**config.mk**
```make
export PLATFORM = sky130hd
export DESIGN_NAME = rx_ext_err_counter
export DESIGN_NICKNAME = d
export VERILOG_FILES = /design/src/rtl/rx_ext_pkg.sv /design/src/rtl/rx_ext_phase.sv /design/src/rtl/rx_ext_flag.sv /design/src/rtl/rx_ext_stat.sv /design/src/rtl/rx_ext_err_counter.sv
export SDC_FILE = /design/constraint.sdc
export NUM_CORES = 1
export LEC_CHECK = 0
export BUFFER_PORTS_ARGS = -buffer_cell sky130_fd_sc_hd__buf_2
export CORE_AREA = 3 3 84 86
export CTS_CLUSTER_SIZE = 10
export DETAILED_ROUTE_END_ITERATION = 7
export DIE_AREA = 0 0 87 89
export PLACE_DENSITY_LB_ADDON = 0.05
export SLEW_MARGIN = 20
export SYNTH_ARGS = -nofsm -noshare
export SYNTH_HDL_FRONTEND = slang
export SYNTH_SLANG_ARGS = --single-unit
```
**constraint.sdc**
```tcl
create_clock -name clk -period 3.4 [get_ports clk]
set_clock_uncertainty 0.2 [all_clocks]
set_input_delay 0.34 -clock clk [delete_from_list [all_inputs] [get_ports clk]]
set_output_delay 0.34 -clock clk [all_outputs]
set_load 0.005 [all_outputs]
```
**src/rtl/rx_ext_pkg.sv**
```systemverilog
package rx_ext_pkg;

    localparam int unsigned GMII_W = 8;

    // Symbols carried on rxd while rx_dv is low and rx_er is high
    localparam logic [GMII_W-1:0] SYM_EXTEND   = 8'h0F;
    localparam logic [GMII_W-1:0] SYM_EXT_FAIL = 8'h1F;

    typedef enum logic [1:0] {
        PH_IDLE = 2'd0,
        PH_DATA = 2'd1,
        PH_EXT  = 2'd2
    } phase_e;

endpackage

```
**src/rtl/rx_ext_phase.sv**
```systemverilog
module rx_ext_phase
    import rx_ext_pkg::*;
#(
    parameter int unsigned DATA_W = GMII_W
) (
    input  logic              clk,
    input  logic              rst_n,
    input  logic              rx_dv,
    input  logic              rx_er,
    input  logic [DATA_W-1:0] rxd,
    output phase_e            phase_q,
    output logic              frame_start,
    output logic              ext_fail
);

    typedef struct packed {
        phase_e ph;
    } st_t;

    st_t st_d, st_q;

    logic is_ext_sym;
    logic is_fail_sym;
    logic after_data;

    always_comb begin
        is_fail_sym = !rx_dv && rx_er && (rxd == DATA_W'(SYM_EXT_FAIL));
        is_ext_sym  = (!rx_dv && rx_er && (rxd == DATA_W'(SYM_EXTEND))) || is_fail_sym;
        after_data  = (st_q.ph == PH_DATA) || (st_q.ph == PH_EXT);

        frame_start = rx_dv && (st_q.ph != PH_DATA);
        ext_fail    = after_data && is_fail_sym;

        st_d = st_q;
        unique case (st_q.ph)
            PH_IDLE: begin
                if (rx_dv) st_d.ph = PH_DATA;
            end
            PH_DATA, PH_EXT: begin
                if (rx_dv)           st_d.ph = PH_DATA;
                else if (is_ext_sym) st_d.ph = PH_EXT;
                else                 st_d.ph = PH_IDLE;
            end
            default: st_d.ph = PH_IDLE;
        endcase
    end

    always_ff @(posedge clk) begin
        if (!rst_n) st_q <= '{ph: PH_IDLE};
        else        st_q <= st_d;
    end

    assign phase_q = st_q.ph;

endmodule

```
**src/rtl/rx_ext_flag.sv**
```systemverilog
module rx_ext_flag (
    input  logic clk,
    input  logic rst_n,
    input  logic frame_start,
    input  logic ext_fail,
    input  logic gate,
    output logic inc_q
);

    typedef struct packed {
        logic armed;
        logic inc;
    } st_t;

    st_t st_d, st_q;
    logic take;

    always_comb begin
        take = ext_fail && gate && st_q.armed;
        st_d = st_q;
        st_d.inc = take;
        if (frame_start) st_d.armed = 1'b1;
        else if (take)   st_d.armed = 1'b0;
    end

    always_ff @(posedge clk) begin
        if (!rst_n) st_q <= '{armed: 1'b0, inc: 1'b0};
        else        st_q <= st_d;
    end

    assign inc_q = st_q.inc;

endmodule

```
**src/rtl/rx_ext_stat.sv**
```systemverilog
module rx_ext_stat #(
    parameter int unsigned CNT_W = 32
) (
    input  logic             clk,
    input  logic             rst_n,
    input  logic             inc,
    input  logic             rd_req,
    output logic [CNT_W-1:0] cnt_q,
    output logic [CNT_W-1:0] rd_data
);

    localparam logic [CNT_W-1:0] CNT_MAX = {CNT_W{1'b1}};

    typedef struct packed {
        logic [CNT_W-1:0] cnt;
        logic [CNT_W-1:0] rdv;
    } st_t;

    st_t st_d, st_q;

    always_comb begin
        st_d = st_q;
        if (rd_req) begin
            st_d.rdv = st_q.cnt;
            st_d.cnt = inc ? CNT_W'(1) : '0;
        end else if (inc && (st_q.cnt != CNT_MAX)) begin
            st_d.cnt = st_q.cnt + CNT_W'(1);
        end
    end

    always_ff @(posedge clk) begin
        if (!rst_n) st_q <= '{cnt: '0, rdv: '0};
        else        st_q <= st_d;
    end

    assign cnt_q   = st_q.cnt;
    assign rd_data = st_q.rdv;

endmodule

```
**src/rtl/rx_ext_err_counter.sv**
```systemverilog
module rx_ext_err_counter
    import rx_ext_pkg::*;
#(
    parameter int unsigned CNT_W = 32
) (
    input  logic             clk,
    input  logic             rst_n,
    input  logic             rx_dv,
    input  logic             rx_er,
    input  logic [7:0]       rxd,
    input  logic             rx_en,
    input  logic             link_gig,
    input  logic             rd_req,
    output logic [CNT_W-1:0] rd_data
);

    phase_e           phase_w;
    logic             start_w;
    logic             fail_w;
    logic             inc_w;
    logic [CNT_W-1:0] cnt_w;
    logic             gate_w;

    assign gate_w = rx_en && link_gig;

    rx_ext_phase #(.DATA_W(GMII_W)) phase_i (
        .clk         (clk),
        .rst_n       (rst_n),
        .rx_dv       (rx_dv),
        .rx_er       (rx_er),
        .rxd         (rxd),
        .phase_q     (phase_w),
        .frame_start (start_w),
        .ext_fail    (fail_w)
    );

    rx_ext_flag flag_i (
        .clk         (clk),
        .rst_n       (rst_n),
        .frame_start (start_w),
        .ext_fail    (fail_w),
        .gate        (gate_w),
        .inc_q       (inc_w)
    );

    rx_ext_stat #(.CNT_W(CNT_W)) stat_i (
        .clk     (clk),
        .rst_n   (rst_n),
        .inc     (inc_w),
        .rd_req  (rd_req),
        .cnt_q   (cnt_w),
        .rd_data (rd_data)
    );

endmodule

```
==> flow_summary.yaml, run 1 <==
hold_path:
  hold_path.class: "in2reg"
  holdPathEnd: "flag_i.inc_q"
  holdCritStartpoint: "rxd[4]"
  hold_depth: 3
sta:
  period_share_pct: 76.1
  fmax_ghz: 0.387
  setup-violations-final: 0
  hold_viol: 0
  slew_violations: 0
  worst_pin_slew_ps: 736
  timing.final.ws_setup_ps: 813
  post-route-min-period_ps: 2590
  relSlewSlack_pct: 50.7
  rsz0062_at_grt: "no"
  finalSetupTns_ps: 0
power_and_ir_drop:
  pwr-share-seq_pct: 50.4
  finalPower_mw: 1.59
  p_sw_share_pct: 22.0
  ir_drop_v: 0.000277
  clkPwrFrac_pct: 46.0
  p_leak_nw: 1.43
  p_switching_mw: 0.348
  pwr_density_cell_nw_per_um2: 433
  comb_power_share_pct: 3.5
  internal_power_mw: 1.24
worst_setup_path:
  start_kind: "flop"
  r2r_cells: 6
  crit_type: "reg2reg"
  r2r_slack_ps: 810
  reg2reg_from: "stat_i.cnt_q[13]"
  critPathArrivalTime_ps: 2620
  reg2reg_to: "stat_i.cnt_q[0]"
  endpoint_kind: "flop"
  worst_ep_required_time_ps: 3440
  worstPathMaxFanout: 23
grt:
  grt_max_degree: 39
  grt_pass1_vias: 2441
  grt_use_total_pct: 19.3
  antenna_found_initial: 0
  grt_pass1_wl_um: 11700
  overflow: 0
synth:
  synth_async_sr_flop_share_pct: 0
  synthesis.area_sq_um: 3170
  avgSynthCellArea_sq_um: 9.23
  syn_nets: 363
  yosys_warnings: 0
  syn_inst: 344
  ys_types: 46
  yosysSeqAreaShare_pct: 42.9
  yosys_most_used_dff: "dfxtp_1"
  ys_seq_elements: 68
  synth_edf_count: 0
placed_design:
  gp_congestion: 0.845
  hpwlAfterDp_um: 4710
  post-place-ws_ps: 861
  io_buffers: 46
  dpl-instance-area_sq_um: 3440
  dp_cells: 453
clocking:
  clock_latency_ps: 340
  root_buffer: "clkbuf_8"
  clock_path_buffers: 2
  cts_resized: 0
  htreeDepth: 3
  numCtsBuffers: 9
  cts_tree: "yes"
  ctsHoldBuffers: 0
  clkSinkCount: 68
  post-cts-setup-buffers: 0
  clk_pin_slew_ps: 80
cells_and_area:
  stdcell_area_sq_um: 3660
  n_antenna_cell: 0
  drive_gt1_share_pct: 19.6
  layoutNonFillerInstCount: 469
  fin_nets: 406
  areaGrowthSynthToFinish_pct: 15.3
detailed_routing:
  num_vias: 2617
  routed_wl_um: 6730
  viasPerCell: 5.58
  avgRoutedWirePerCell_um: 14.4
  drc: 0
  ant_nets: 0
  drt_iter0_drc: 137
  drt_pre_antenna_iters: 4
die:
  initial_utilization_pct: 50.0
  die_width_um: 87
  ioPinCount: 47
  dieArea_sq_um: 7740
  die_h_um: 89
  coreArea_sq_um: 6350
  rows: 29
outcome:
  status: "complete, no violations"
flow_run:
  drv_cap: 0
-- state kept, by name, indices dropped and copies added (netlist names) --
register,cells
stat_i.cnt_q,32
stat_i.rd_data,32
phase_i.phase_q,2
flag_i.inc_q,1
flag_i.st_q,1
-- critical path, cell delays in order (launching register included) --
cell and delay, ps:
dfxtp_1 470, nand4_2 200, nor4_4 470, and3_1 450
buf_4 310, nor3_1 70, o31a_1 300
-- per-layer routing --
metal	up-vias	part of all wire, %	global-route usage, %
met5	-	0	0
met4	0	1.6	7.65
met3	11	3.8	4.98
met2	56	43	28.5
met1	1211	51	26.9
li1	1339	-	-
-- cells by family after synthesis --
logic type	share of synthesized area (%)
buffers and inverters	3.78
adder cells (fa/ha/maj)	1.58
flip-flops	42.9
multiplexers	10.4
XOR/XNOR	1.93
AO/OA/AOI/OAI	11.4
AND/OR/NAND/NOR	28.0
-- cell type report --
type                       instances  area (sq um)
timing repair buffer              51           268
multi-input combinational        250          1690
sequential                        68          1360
fill                             543          2690
tap                               77          96.3
clock buffer                      10           128
inverter                           7          26.3
clock inverter                     6          88.8
-- how the worst max path moves through the flow --
stage	from	end	slack (ps)	cells after the start
2_1_floorplan	stat_i.cnt_q[0]	stat_i.cnt_q[20]	1160	9
3_3_place_gp	stat_i.cnt_q[0]	stat_i.cnt_q[31]	950	7
3_5_place_dp	stat_i.cnt_q[13]	stat_i.cnt_q[0]	860	6
4_1_cts	stat_i.cnt_q[13]	stat_i.cnt_q[0]	830	6
5_1_grt	stat_i.cnt_q[14]	stat_i.cnt_q[0]	650	6
6_report	stat_i.cnt_q[13]	stat_i.cnt_q[0]	810	6
-- power by group through the flow --
stage               combinational (mW)  clock, mW  sequential, mW
global placement                0.0564          0           0.818
detailed placement              0.0572          0           0.818
CTS                             0.0574      0.745           0.799
global route                    0.0629      0.781           0.799
finish                          0.0562      0.730           0.799
floorplan                       0.0395          0           0.817
-- layout by cell type, fill, tap and decap left out, types with 9 or more instances in the layout --
master	netlist	final
nand2_1	22	22
nor2_1	18	18
a21oi_1	18	18
nand3_1	12	12
nand4_1	13	13
buf_2	3	46
clkbuf_8	0	9
nor2b_1	35	35
dfxtp_1	68	68
or3_1	10	10
mux2i_1	33	33
-- metrics by stage --
step,util (%),hold WS (ps)
3_5_place_dp,54.2,225
3_3_place_gp,54.2,216
5_1_grt,57.7,87.2
2_1_floorplan,-,211
4_1_cts,57.7,51.6
6_report,57.7,69.3
-- synth_stat cells, drive strengths merged, types with 4 or more instances --
cell / n / area (sq um)
dfxtp: 68 / 1360
nand3: 13 / 70.1
ha: 4 / 50.1
mux2i: 33 / 330
nor3: 8 / 56.3
buf: 10 / 60.1
a211oi: 4 / 30.0
nand4: 15 / 106
o21ai: 13 / 65.1
inv: 7 / 26.3
a21oi: 18 / 90.1
nor4: 6 / 73.8
and3: 4 / 25.0
or3: 10 / 62.6
nor2b: 35 / 219
clkbuf: 9 / 33.8
nor2: 18 / 67.6
nand2: 23 / 88.8
or4: 7 / 52.6
a31oi: 5 / 31.3
xnor2: 7 / 61.3
(Power assumes the default switching activity.)
==> run 2, diff against run 1 <==
Clock period 3.4 ns to 2.2 ns, I/O delays scaled along.
==> run 2 against run 1 <==
Compared with the run above:
- die area unchanged
- count of clock-buffer cells in the layout down 1
- first-iteration DRC count up 43%
- utilization up 3.9 points
- worst setup slack worse by 780 ps
- power up 48%
- critical path type unchanged
- critical endpoint is now stat_i.cnt_q[31]
- highest routed layer unchanged
==> flow_summary.yaml, run 2 (synthesis gave the netlist of run 1 again) <==
clocking:
  root_buffer: "clkbuf_8"
  clkSinkCount: 68
  cts_tree: "yes"
  clock_path_buffers: 2
  numCtsBuffers: 9
  clock_latency_ps: 350
  clk_pin_slew_ps: 70
  htreeDepth: 3
worst_setup_path:
  worstPathMaxFanout: 10
  crit_type: "reg2reg"
  critPathArrivalTime_ps: 2250
  r2r_slack_ps: 40
  worst_ep_required_time_ps: 2280
  path_cells: "ha_2 > and4_1 > and3_1 > and3_4 > buf_4 > or4_4 > a21oi_2"
  r2r_cells: 7
  start_kind: "flop"
  reg2reg_to: "stat_i.cnt_q[31]"
  crit_path_max_incr_delay_ps: 510
  crit_start: "stat_i.cnt_q[1]"
  cpMaxStageDelayCell: "or4_4"
  reg2reg_from: "stat_i.cnt_q[1]"
  crit_end: "stat_i.cnt_q[31]"
  endpoint_kind: "flop"
placed_design:
  gp_congestion: 0.810
  dp_cells: 479
  hpwlAfterDp_um: 5020
  dpl-instance-area_sq_um: 3640
  post-place-ws_ps: 36.6
  io_buffers: 46
power_and_ir_drop:
  pwr_density_cell_nw_per_um2: 598
  finalPower_mw: 2.34
  ir_drop_v: 0.000326
  internal_power_mw: 1.80
  comb_power_share_pct: 4.2
  p_switching_mw: 0.539
  clkPwrFrac_pct: 43.1
  p_sw_share_pct: 23.0
  pwr-share-seq_pct: 52.8
  p_leak_nw: 1.59
outcome:
  status: "complete, no violations"
die:
  ioPinCount: 47
  coreArea_sq_um: 6350
  die_width_um: 87
  initial_utilization_pct: 50.0
  rows: 29
  die_h_um: 89
  dieArea_sq_um: 7740
cells_and_area:
  nFillCells: 601
  multi_input_area_sq_um: 1720
  final-seq-area_sq_um: 1370
  areaGrowthSynthToFinish_pct: 23.2
  final_common_cell: "dfxtp_1"
  n_antenna_cell: 0
  fin_nets: 437
  drive_gt1_share_pct: 26.7
  layoutNonFillerInstCount: 500
  stdcell_area_sq_um: 3910
  finish.utilization_pct: 61.6
  final_cell_mix: "dfxtp_1, buf_2, nor2b_1"
grt:
  overflow: 0
  grt_pass1_wl_um: 12000
  grt_max_degree: 22
  antenna_found_initial: 0
  grt_pass1_vias: 2500
  grt_use_total_pct: 20.0
sta:
  rsz0062_at_grt: "yes"
  post-route-min-period_ps: 2160
  setup-violations-final: 0
  fmax_ghz: 0.462
  slew_violations: 0
  relSlewSlack_pct: 67.0
  period_share_pct: 98.3
  finalSetupTns_ps: 0
  worst_pin_slew_ps: 495
  timing.final.ws_setup_ps: 37.3
  hold_viol: 0
  hold_ws_ps: 78.8
detailed_routing:
  drc: 0
  num_vias: 2737
  drt_pre_antenna_iters: 4
  ant_nets: 0
  viasPerCell: 5.47
  drt_iter0_drc: 196
  routed_wl_um: 7060
  avgRoutedWirePerCell_um: 14.1
flow_run:
  drv_cap: 0
hold_path:
  hold_path.class: "in2reg"
## run 2: cell types whose count changed in the layout (fill, tap and decap cells not counted), moves of 2 or more
| cell | delta |
|---|---|
| buf_4 | +26 |
| dlygate4sd3_1 | +5 |
| clkinv_2 | +3 |
| dfxtp_1 | -3 |
| dfxtp_2 | +3 |
| clkinvlp_4 | -2 |
## run 2: what timing repair did
item,4_1_cts,5_1_grt
endpoints found under the hold margin,3,0
setup endpoints to repair,0,10
hold buffers,5,0
buffers inserted,0,0
gates resized for setup,0,8
## run 2: final cells by class
cell class / count / area share (%)
Multi-Input combinational cell: 250 / 44.0
Sequential cell: 68 / 34.9
Timing Repair Buffer: 82 / 13.1
Clock buffer: 9 / 3.17
Tap cell: 77 / 2.46
Clock inverter: 7 / 1.73
Inverter: 7 / 0.672
## run 2: power groups by stage
| stage | Clock (mW) | Combinational, mW | Sequential [mW] |
|---|---|---|---|
| final | 1.01 | 0.0978 | 1.23 |
| after global routing | 1.09 | 0.109 | 1.23 |
| after CTS | 1.03 | 0.0987 | 1.23 |
| after detailed placement | 0 | 0.0919 | 1.26 |
| after global placement | 0 | 0.0912 | 1.26 |
| after floorplan | 0 | 0.0610 | 1.26 |
## run 2: worst min path at each step
stage / startpoint / to / depth (start not counted)
finish: rxd[5] / flag_i.inc_q / 4
global route: rxd[5] / flag_i.inc_q / 4
CTS: link_gig / flag_i.st_q[1] / 4
detailed placement: flag_i.st_q[1] / flag_i.inc_q / 2
global placement: flag_i.st_q[1] / flag_i.inc_q / 2
floorplan: rxd[4] / flag_i.inc_q / 2
## run 2: metal layers
layer  vias to the layer above  share of wire, %  track usage [%]
li1                       1401                 -                -
met1                      1261                49             26.4
met2                        65                45             30.8
met3                        10               4.2             4.98
met4                         0               1.8             8.92
met5                         -                 0                0
## run 2: worst max-delay path: cells and delay by family (launching register included)
family,cells,cell delay [ps]
compound gates,1,130
fa+ha+maj,1,190
buf+inv,1,160
flops,1,320
simple gates,4,1100
==> run 3, diff against run 2 <==
Settings changed: CORE_AREA 3 3 84 86 to 3 3 117 119, CTS_BUF_LIST set to sky130_fd_sc_hd__clkbuf_4 sky130_fd_sc_hd__clkbuf_8 sky130_fd_sc_hd__clkbuf_16, DIE_AREA 0 0 87 89 to 0 0 120 122.
==> run 3 against run 2 <==
Compared with the run above:
- combinational power is 4% higher
- critical path depth unchanged
- count of clock-buffer cells in the layout rose by 6
- register-to-register slack gained 50 ps
- utilization is 28 points lower
- sequential power hardly changed
- critical path type unchanged
- cell count up 21%
- largest cell class unchanged
- clock power up 43%
- sequential cell count did not move
- power up 19%
- non-clock buffer count grew 9
- via count is 0.55% higher
==> flow_summary.yaml, run 3 (synthesis gave the netlist of run 1 again) <==
outcome:
  status: "complete, no violations"
detailed_routing:
  routed_wl_um: 8450
  ant_nets: 0
  drc: 0
  avgRoutedWirePerCell_um: 14.0
  drt_pre_antenna_iters: 4
  drt_iter0_drc: 100
  num_vias: 2752
  viasPerCell: 4.56
placed_design:
  hpwlAfterDp_um: 5950
  dp_cells: 581
  io_buffers: 46
  gp_congestion: 0.750
  dpl-instance-area_sq_um: 3830
sta:
  worst_pin_slew_ps: 415
  hold_viol: 0
  relSlewSlack_pct: 72.1
  slew_violations: 0
  setup-violations-final: 0
  period_share_pct: 96.1
  fmax_ghz: 0.473
  rsz0062_at_grt: "no"
  hold_ws_ps: 27.8
  post-route-min-period_ps: 2110
grt:
  grt_pass1_wl_um: 13900
  grt_pass1_vias: 2696
  grt_max_degree: 36
  grt_use_total_pct: 12.3
  antenna_found_initial: 0
  overflow: 0
worst_setup_path:
  crit_end: "stat_i.cnt_q[25]"
  r2r_slack_ps: 90
  worstPathMaxFanout: 6
  reg2reg_from: "stat_i.cnt_q[0]"
  crit_start: "stat_i.cnt_q[0]"
  start_kind: "flop"
  endpoint_kind: "flop"
  worst_ep_required_time_ps: 2280
  r2r_cells: 7
  critPathArrivalTime_ps: 2190
  crit_type: "reg2reg"
  reg2reg_to: "stat_i.cnt_q[25]"
cells_and_area:
  final_common_cell: "dfxtp_1"
  nFillCells: 1352
  drive_gt1_share_pct: 27.8
  n_antenna_cell: 0
  fin_nets: 446
  areaGrowthSynthToFinish_pct: 33.1
  layoutNonFillerInstCount: 604
  stdcell_area_sq_um: 4220
  final_cell_mix: "dfxtp_1, buf_2, buf_4"
die:
  die_width_um: 120
  ioPinCount: 47
  initial_utilization_pct: 25.1
  dieArea_sq_um: 14600
  coreArea_sq_um: 12700
  die_h_um: 122
  rows: 41
power_and_ir_drop:
  pwr_density_cell_nw_per_um2: 658
  p_leak_nw: 1.69
  ir_drop_v: 0.000249
clocking:
  root_buffer: "clkbuf_16"
  clk_pin_slew_ps: 50
  htreeDepth: 3
  clock_path_buffers: 2
  clkSinkCount: 68
  cts_tree: "yes"
  clock_latency_ps: 340
  numCtsBuffers: 9
flow_run:
  drv_cap: 0
hold_path:
  hold_path.class: "in2reg"
-- run 3: final cells by class --
cell class / count / area [sq um] / area share (%)
sequential: 68 / 1370 / 32.3
multi-input combinational: 250 / 1730 / 40.9
clock inverter: 1 / 5.00 / 0.118
clock buffer: 15 / 289 / 6.84
tap: 172 / 215 / 5.09
timing repair buffer: 91 / 596 / 14.1
inverter: 7 / 26.3 / 0.622
-- run 3: worst max-delay path: stages, from the launching register on --
cell and delay, ps:
dfxtp_2 330, ha_4 160, and4_4 200, and3_1 200, and3_4 170, buf_4 140
or4_1 500, a21oi_1 140
-- run 3: what timing repair did --
| item | 4_1_cts | 5_1_grt |
|---|---|---|
| setup endpoints to repair | 3 | 11 |
| resized for setup | 1 | 8 |
| pin swaps | 0 | 3 |
| setup buffers | 0 | 1 |
| hold endpoints to repair | 4 | 0 |
| hold buffers | 6 | 0 |
-- run 3: worst min path at each step --
| stage | startpoint | endpoint | slack (ps) | depth (start not counted) |
|---|---|---|---|---|
| 2_1_floorplan | rxd[4] | flag_i.inc_q | 170 | 2 |
| 3_3_place_gp | flag_i.st_q[1] | flag_i.inc_q | 220 | 2 |
| 3_5_place_dp | flag_i.st_q[1] | flag_i.inc_q | 230 | 2 |
| 4_1_cts | rd_req | stat_i.rd_data[0] | 10 | 3 |
| 5_1_grt | rd_req | stat_i.rd_data[0] | 30 | 3 |
| 6_report | rd_req | stat_i.rd_data[0] | 30 | 3 |
-- run 3: power breakdown --
group          total (mW)  switching [mW]  internal [mW]
clock network        1.44           0.548          0.892
logic               0.102          0.0515         0.0504
registers            1.24         0.00202           1.23
-- run 3: per-layer routing --
layer  vias to the layer above  share of wire, %  GRT usage, %  routed length [um]
li1                       1410                 -             -                   -
met3                        12               3.3          2.69                 277
met5                         -                 0             0                   0
met4                         0               2.4          6.66                 207
met2                        45                45          19.0                3810
met1                      1285                49          16.0                4150
-- run 3: stage by stage --
stage / TNS [ps] / util (%) / power (mW) / setup slack (ps)
after floorplan: 0 / - / 1.32 / 0.366
after global placement: 0 / 30.2 / 1.36 / 57.4
after detailed placement: -0.629 / 30.2 / 1.36 / -0.629
after CTS: 0 / 33.0 / 2.84 / 39.8
after global routing: 0 / 33.3 / 2.90 / 2.93
final: 0 / 33.3 / 2.78 / 86.1
